### src/rtl/nbb_pkg.sv
package nbb_pkg;
  // width of the framer-select field at the top of the address
  localparam int SEL_W = 4;
  // offsets of the two register regions inside one framer
  localparam logic [7:0] NB_BASE = 8'h40;
  localparam logic [7:0] TS_BASE = 8'h80;

  typedef enum logic [1:0] {
    RK_NONE = 2'd0,
    RK_NB   = 2'd1,
    RK_TS   = 2'd2
  } reg_kind_e;
endpackage

### src/rtl/nbb_decode.sv
module nbb_decode
  import nbb_pkg::*;
#(
  parameter int NF = 8,
  parameter int NB = 5,
  parameter int NT = 32,
  parameter int AW = 12,
  localparam int FSW = $clog2(NF),
  localparam int IW  = $clog2(NT)
) (
  input  logic [AW-1:0]  addr,
  output reg_kind_e      kind,
  output logic [IW-1:0]  idx,
  output logic [NF-1:0]  fr_hit,
  output logic [FSW-1:0] rd_fr,
  output logic           rd_zero
);
  logic [SEL_W-1:0] fsel;
  logic [7:0]       lo;
  logic [7:0]       nb_off;
  logic [7:0]       ts_off;

  assign fsel = addr[AW-1 -: SEL_W];
  assign lo   = addr[7:0];

  always_comb begin
    nb_off = lo - NB_BASE;
    ts_off = lo - TS_BASE;
    kind   = RK_NONE;
    idx    = '0;
    if (lo >= NB_BASE && nb_off < 8'(NB)) begin
      kind = RK_NB;
      idx  = nb_off[IW-1:0];
    end else if (lo >= TS_BASE && ts_off < 8'(NT)) begin
      kind = RK_TS;
      idx  = ts_off[IW-1:0];
    end
    // a framer is hit by its own code or by the broadcast code (== NF)
    for (int f = 0; f < NF; f++) begin
      fr_hit[f] = (fsel == SEL_W'(f)) || (fsel == SEL_W'(NF));
    end
    rd_zero = (fsel > SEL_W'(NF));
    rd_fr   = (fsel == SEL_W'(NF)) ? '0 : fsel[FSW-1:0];
  end
endmodule

### src/rtl/nbb_fr_store.sv
module nbb_fr_store
  import nbb_pkg::*;
#(
  parameter int NB = 5,
  parameter int NT = 32,
  parameter int DW = 8,
  localparam int IW   = $clog2(NT),
  localparam int NBI  = $clog2(NB),
  localparam int FI_W = $clog2(DW)
) (
  input  logic            clk,
  input  logic            rst_n,
  input  logic            we,
  input  reg_kind_e       kind,
  input  logic [IW-1:0]   idx,
  input  logic [DW-1:0]   wdata,
  input  logic [FI_W-1:0] frm_idx,
  input  logic [IW-1:0]   ts_idx,
  output logic [DW-1:0]   rd_val,
  output logic [NB-1:0]   sa_bits,
  output logic [DW-1:0]   ts_ctrl
);
  // national-bit bytes, one bit per frame of the group
  logic [NB-1:0][DW-1:0] nb_q, nb_d;
  // control bytes; bit 0 is not stored
  logic [NT-1:0][DW-1:1] ts_q, ts_d;

  always_comb begin
    nb_d = nb_q;
    ts_d = ts_q;
    for (int j = 0; j < NB; j++) begin
      if (kind == RK_NB && idx == IW'(j)) nb_d[j] = wdata;
    end
    for (int t = 1; t < NT; t++) begin
      if (kind == RK_TS && idx == IW'(t)) ts_d[t] = wdata[DW-1:1];
    end
    ts_d[0] = '0;
  end

  always_ff @(posedge clk or negedge rst_n) begin
    if (!rst_n) begin
      nb_q <= '1;
      ts_q <= '0;
    end else if (we) begin
      nb_q <= nb_d;
      ts_q <= ts_d;
    end
  end

  always_comb begin
    for (int j = 0; j < NB; j++) sa_bits[j] = nb_q[j][frm_idx];
    ts_ctrl = {ts_q[ts_idx], 1'b0};
    unique case (kind)
      RK_NB:   rd_val = nb_q[idx[NBI-1:0]];
      RK_TS:   rd_val = {ts_q[idx], 1'b0};
      default: rd_val = '0;
    endcase
  end
endmodule

### src/rtl/nbb_top.sv
module nbb_top
  import nbb_pkg::*;
#(
  parameter int NF = 8,
  parameter int NB = 5,
  parameter int NT = 32,
  parameter int DW = 8,
  parameter int AW = 12,
  localparam int FSW  = $clog2(NF),
  localparam int IW   = $clog2(NT),
  localparam int FI_W = $clog2(DW)
) (
  input  logic               clk,
  input  logic               rst_n,
  input  logic               wr_en,
  input  logic               rd_en,
  input  logic [AW-1:0]      addr,
  input  logic [DW-1:0]      wdata,
  output logic [DW-1:0]      rd_data,
  input  logic [NF*FI_W-1:0] frm_idx,
  input  logic [NF*IW-1:0]   ts_idx,
  output logic [NF*NB-1:0]   sa_bits,
  output logic [NF*DW-1:0]   ts_ctrl
);
  reg_kind_e             kind;
  logic [IW-1:0]         idx;
  logic [NF-1:0]         fr_hit;
  logic [FSW-1:0]        rd_fr;
  logic                  rd_zero;
  logic [NF-1:0][DW-1:0] rd_val;
  logic [DW-1:0]         rd_q, rd_nxt;

  nbb_decode #(.NF(NF), .NB(NB), .NT(NT), .AW(AW)) u_dec (
    .addr    (addr),
    .kind    (kind),
    .idx     (idx),
    .fr_hit  (fr_hit),
    .rd_fr   (rd_fr),
    .rd_zero (rd_zero)
  );

  for (genvar f = 0; f < NF; f++) begin : g_fr
    nbb_fr_store #(.NB(NB), .NT(NT), .DW(DW)) u_st (
      .clk     (clk),
      .rst_n   (rst_n),
      .we      (wr_en & fr_hit[f]),
      .kind    (kind),
      .idx     (idx),
      .wdata   (wdata),
      .frm_idx (frm_idx[f*FI_W +: FI_W]),
      .ts_idx  (ts_idx[f*IW +: IW]),
      .rd_val  (rd_val[f]),
      .sa_bits (sa_bits[f*NB +: NB]),
      .ts_ctrl (ts_ctrl[f*DW +: DW])
    );
  end

  // read sampled before this edge's write: old contents are returned
  always_comb begin
    rd_nxt = rd_zero ? '0 : rd_val[rd_fr];
  end

  always_ff @(posedge clk or negedge rst_n) begin
    if (!rst_n) rd_q <= '0;
    else if (rd_en) rd_q <= rd_nxt;
  end

  assign rd_data = rd_q;
endmodule

### config.mk
export PLATFORM = sky130hd
export DESIGN_NAME = nbb_top
export DESIGN_NICKNAME = d
export VERILOG_FILES = /design/src/rtl/nbb_pkg.sv /design/src/rtl/nbb_decode.sv /design/src/rtl/nbb_fr_store.sv /design/src/rtl/nbb_top.sv
export SDC_FILE = /design/constraint.sdc
export NUM_CORES = 2
export LEC_CHECK = 0
export BUFFER_PORTS_ARGS = -buffer_cell sky130_fd_sc_hd__buf_2
export CORE_ASPECT_RATIO = 0.6
export CORE_UTILIZATION = 25
export CTS_CLUSTER_SIZE = 20
export DETAILED_ROUTE_END_ITERATION = 8
export PLACE_DENSITY = 0.43
export SLEW_MARGIN = 40
export SYNTH_ARGS = -nofsm -noshare
export SYNTH_HDL_FRONTEND = slang
export SYNTH_SLANG_ARGS = --single-unit
### constraint.sdc
create_clock -name clk -period 3.4 [get_ports clk]
set_input_delay 0.34 -clock clk [delete_from_list [all_inputs] [get_ports clk]]
set_output_delay 0.34 -clock clk [all_outputs]
set_load 0.01 [all_outputs]
==> metrics.yaml <==
worst_hold_path:
  hold_path_class: "primary input to register"
  holdPathStages: 5
worst_setup_path:
  cp_cell_sequence: "buf_2, or4b_1, buf_4, o31ai_4, buf_12, nand2_8, buf_4, buf_4, o22ai_2, a21oi_2, a211oi_4, o41ai_2, buf_2, buf_4, buf_4, nand4_1, nand3_1"
  r2r_cells: 11
  crit_cells: 17
  worstPathMaxFanout: 9
  required_ns: 4.20
  cpMostUsedCell: "buf_4"
  crit_slowest_cell: "a211oi_4"
  crit_type: "primary input to register"
  start_kind: "primary input"
  worst-path-buf-inv: 8
  cp-end-kind: "register"
  crit_path_max_incr_delay_ns: 0.66
  crit_family: "compound AO/OA/AOI/OAI gates"
  crit_arrival_ns: 4.26
logic_synthesis:
  synthTopCellsByArea: "dfrtp_1 39%, mux2_2 23%, mux4_2 12%, dfstp_2 7.6%, o22ai_1 2.6%"
  postSynth.asyncResetShare_pct: 100
  ys_ff_latch: 2064
  ys_seq_area_share_pct: 47.0
  synth_top_area_share_pct: 39.4
  avgSynthCellArea_sq_um: 13.2
  ys_warn_count: 0
  ys_types: 83
  syn-cell-area_sq_mm: 0.111
  synth.most_common_cell: "mux2_2"
  synth_edf_count: 0
  yosysTopAreaCell: "dfrtp_1"
  synth_ff_type: "dfrtp_1"
  synth_commonest_cells: "2213 x mux2_2, 1744 x dfrtp_1, 597 x mux4_2"
  synthCells: 8388
cells_and_area:
  fin_nets: 9463
  areaGrowthSynthToFinish_pct: 24.2
  fill_cells: 43933
  drive_above_1_share_pct: 54.5
global_route:
  grt_pass1_wl_mm: 799
  grt_usage_pct: 25.8
  grt_use_met2_pct: 34.0
  grt.met1_usage_pct: 38.0
  use_met3_pct: 9.84
  first_global_vias: 87138
  grt_max_degree: 145
  antenna_found_initial: 97
  grt_remaining_overflow: 0
  grt-busiest-layer: "met1"
power_and_ir_drop:
  power_density_mw_per_mm2: 404
  ir_drop_mv: 0.377
  p_total_mw: 55.5
  power.leakage_nw: 61.6
routing:
  route.vias.total: 89215
  ant_nets: 0
  wl_per_cell_um: 38.2
  dr.pass1.iters: 6
  vias_per_cell: 5.77
  drtIter0Drc: 11821
  finalWirelength_mm: 591
  drc: 0
cts:
  clk_pin_slew_ns: 0.07
  clock_latency_ns: 0.98
  cts.sinks: 2064
  cts_buffer_depth: 4
  cts_tree: "built"
  cts_buffers: 216
  cts-root-buf: "clkbuf_16"
  htreeDepth: 4
timing:
  fin_crit_sh_pct: 102
  rsz0062_at_grt: "true"
  fin_crit_ns: 3.46
  fmax_mhz: 289
  timing.hold.ws_ns: 0.0607
  tightest_slew_ns: 0.958
  setup_viol: 2
  final_max_slew_viol_count: 0
  slew_headroom_pct: 35.5
  hold_viol: 0
  finClkSkew_ns: 0.0513
  worst_slack_ns: -0.0583
die:
  start_util_pct: 25.2
  io_pins: 200
  row_count: 188
  die-width_um: 861
  die_area_sq_mm: 0.445
  fp.coreArea_sq_mm: 0.439
  die_h_um: 517
place:
  io_buffers: 191
  routabilityCongestion: 0.975
  hpwlAfterDp_mm: 435
flow_run:
  drv_cap: 0
status:
  violations: "negative setup slack"
  outcome: "finished, violations left"
-- report_power, final --
group | total, mW | internal (mW) | leakage, nW | switching, mW
clock | 25.3 | 13.9 | 3.48 | 11.4
sequential | 24.8 | 24.7 | 27.6 | 0.139
combinational | 5.38 | 1.65 | 30.5 | 3.73
-- metrics by stage --
stage	cells	worst slack, ns	util, %	instance area (sq um)	TNS (ns)
floorplan	8395	0.223	-	111000	0
global placement	15023	-2.18	29.6	130000	-234.95
detailed placement	15026	-1.21	29.6	130000	-200.44
CTS	15425	0.000505	31.3	137000	0
global route	15436	-0.0390	31.3	137000	-0.0576
finish	15465	-0.0583	31.3	137000	-0.103
-- sequential cells by signal, indices dropped and copies added, names as in the netlist --
register        flops
g_fr.u_st.nb_q    320
g_fr.u_st.ts_q   1736
rd_data             8
-- per-layer routing --
metal | wire length (um) | up-vias
li1 | - | 34467
met4 | 23900 | 44
met3 | 72500 | 994
met1 | 267000 | 48468
met2 | 227000 | 5242
met5 | 313 | -
-- tightest hold or removal path: cells and delay by family --
kind / cells / cell delay, ns
AOI/OAI and AO/OA: 1 / 0.09
buffers and inverters: 2 / 0.36
and+or+nand+nor: 2 / 0.15
-- cell type report --
class,instances,area (sq um),area share (%)
multi-input cells,5557,56100,40.8
flip-flops and latches,2064,52100,37.9
repair buffers,1525,14700,10.7
well taps,5890,7370,5.36
clock buffers,303,6170,4.49
clock inverters,79,905,0.658
diodes,36,90.1,0.0655
inverters,11,43.8,0.0319
-- logic make-up after synthesis --
logic type / count (synthesis) / synth area share [%]
compound gates: 1514 / 9.01
xor+xnor: 2 / 0.0158
buf+inv: 774 / 2.73
flops: 2064 / 47.0
mux: 3048 / 36.9
other cells: 1 / 0.00339
simple gates: 985 / 4.31
-- repair_timing --
item,4_1_cts,5_1_grt
hold endpoints to repair,960,0
setup buffers,5,2
pin swaps,1,2
hold buffers,12,0
endpoints found under the setup margin,8,16
gates resized for setup,8,26
-- worst paths after layout --
kind                                                   start                           endpoint  slack (ns)
hold reg to reg            g_fr[6].u_st.ts_q[13]$_DFFE_PN0P_  g_fr[6].u_st.ts_q[13]$_DFFE_PN0P_        0.52
setup / recovery                                     addr[5]             rd_data[3]$_DFFE_PN0P_       -0.06
max in group asynchronous                              rst_n  g_fr[3].u_st.nb_q[25]$_DFFE_PN1P_        1.36
hold / removal                                       addr[9]             rd_data[0]$_DFFE_PN0P_        0.06
min in group asynchronous                              rst_n  g_fr[5].u_st.ts_q[30]$_DFFE_PN0P_        0.59
setup reg to reg           g_fr[3].u_st.ts_q[72]$_DFFE_PN0P_             rd_data[3]$_DFFE_PN0P_        0.24
-- cells in the final DEF, fill, tap and decap left out, types with 45 or more instances in the layout --
cell type / instances
a211oi_1: 55
a21oi_1: 276
a22o_1: 49
a22oi_1: 51
buf_12: 280
buf_2: 168
buf_4: 1045
clkbuf_1: 45
clkbuf_16: 218
dfrtp_1: 1742
dfstp_2: 320
mux2_1: 49
mux2_2: 2205
mux2i_1: 189
mux4_2: 597
nand2_1: 217
nand2_2: 76
nand3_1: 56
nor2_1: 361
nor3_1: 60
o21ai_0: 215
o221ai_1: 144
o22ai_1: 461
No activity file was read; power rests on OpenSTA's default activity.
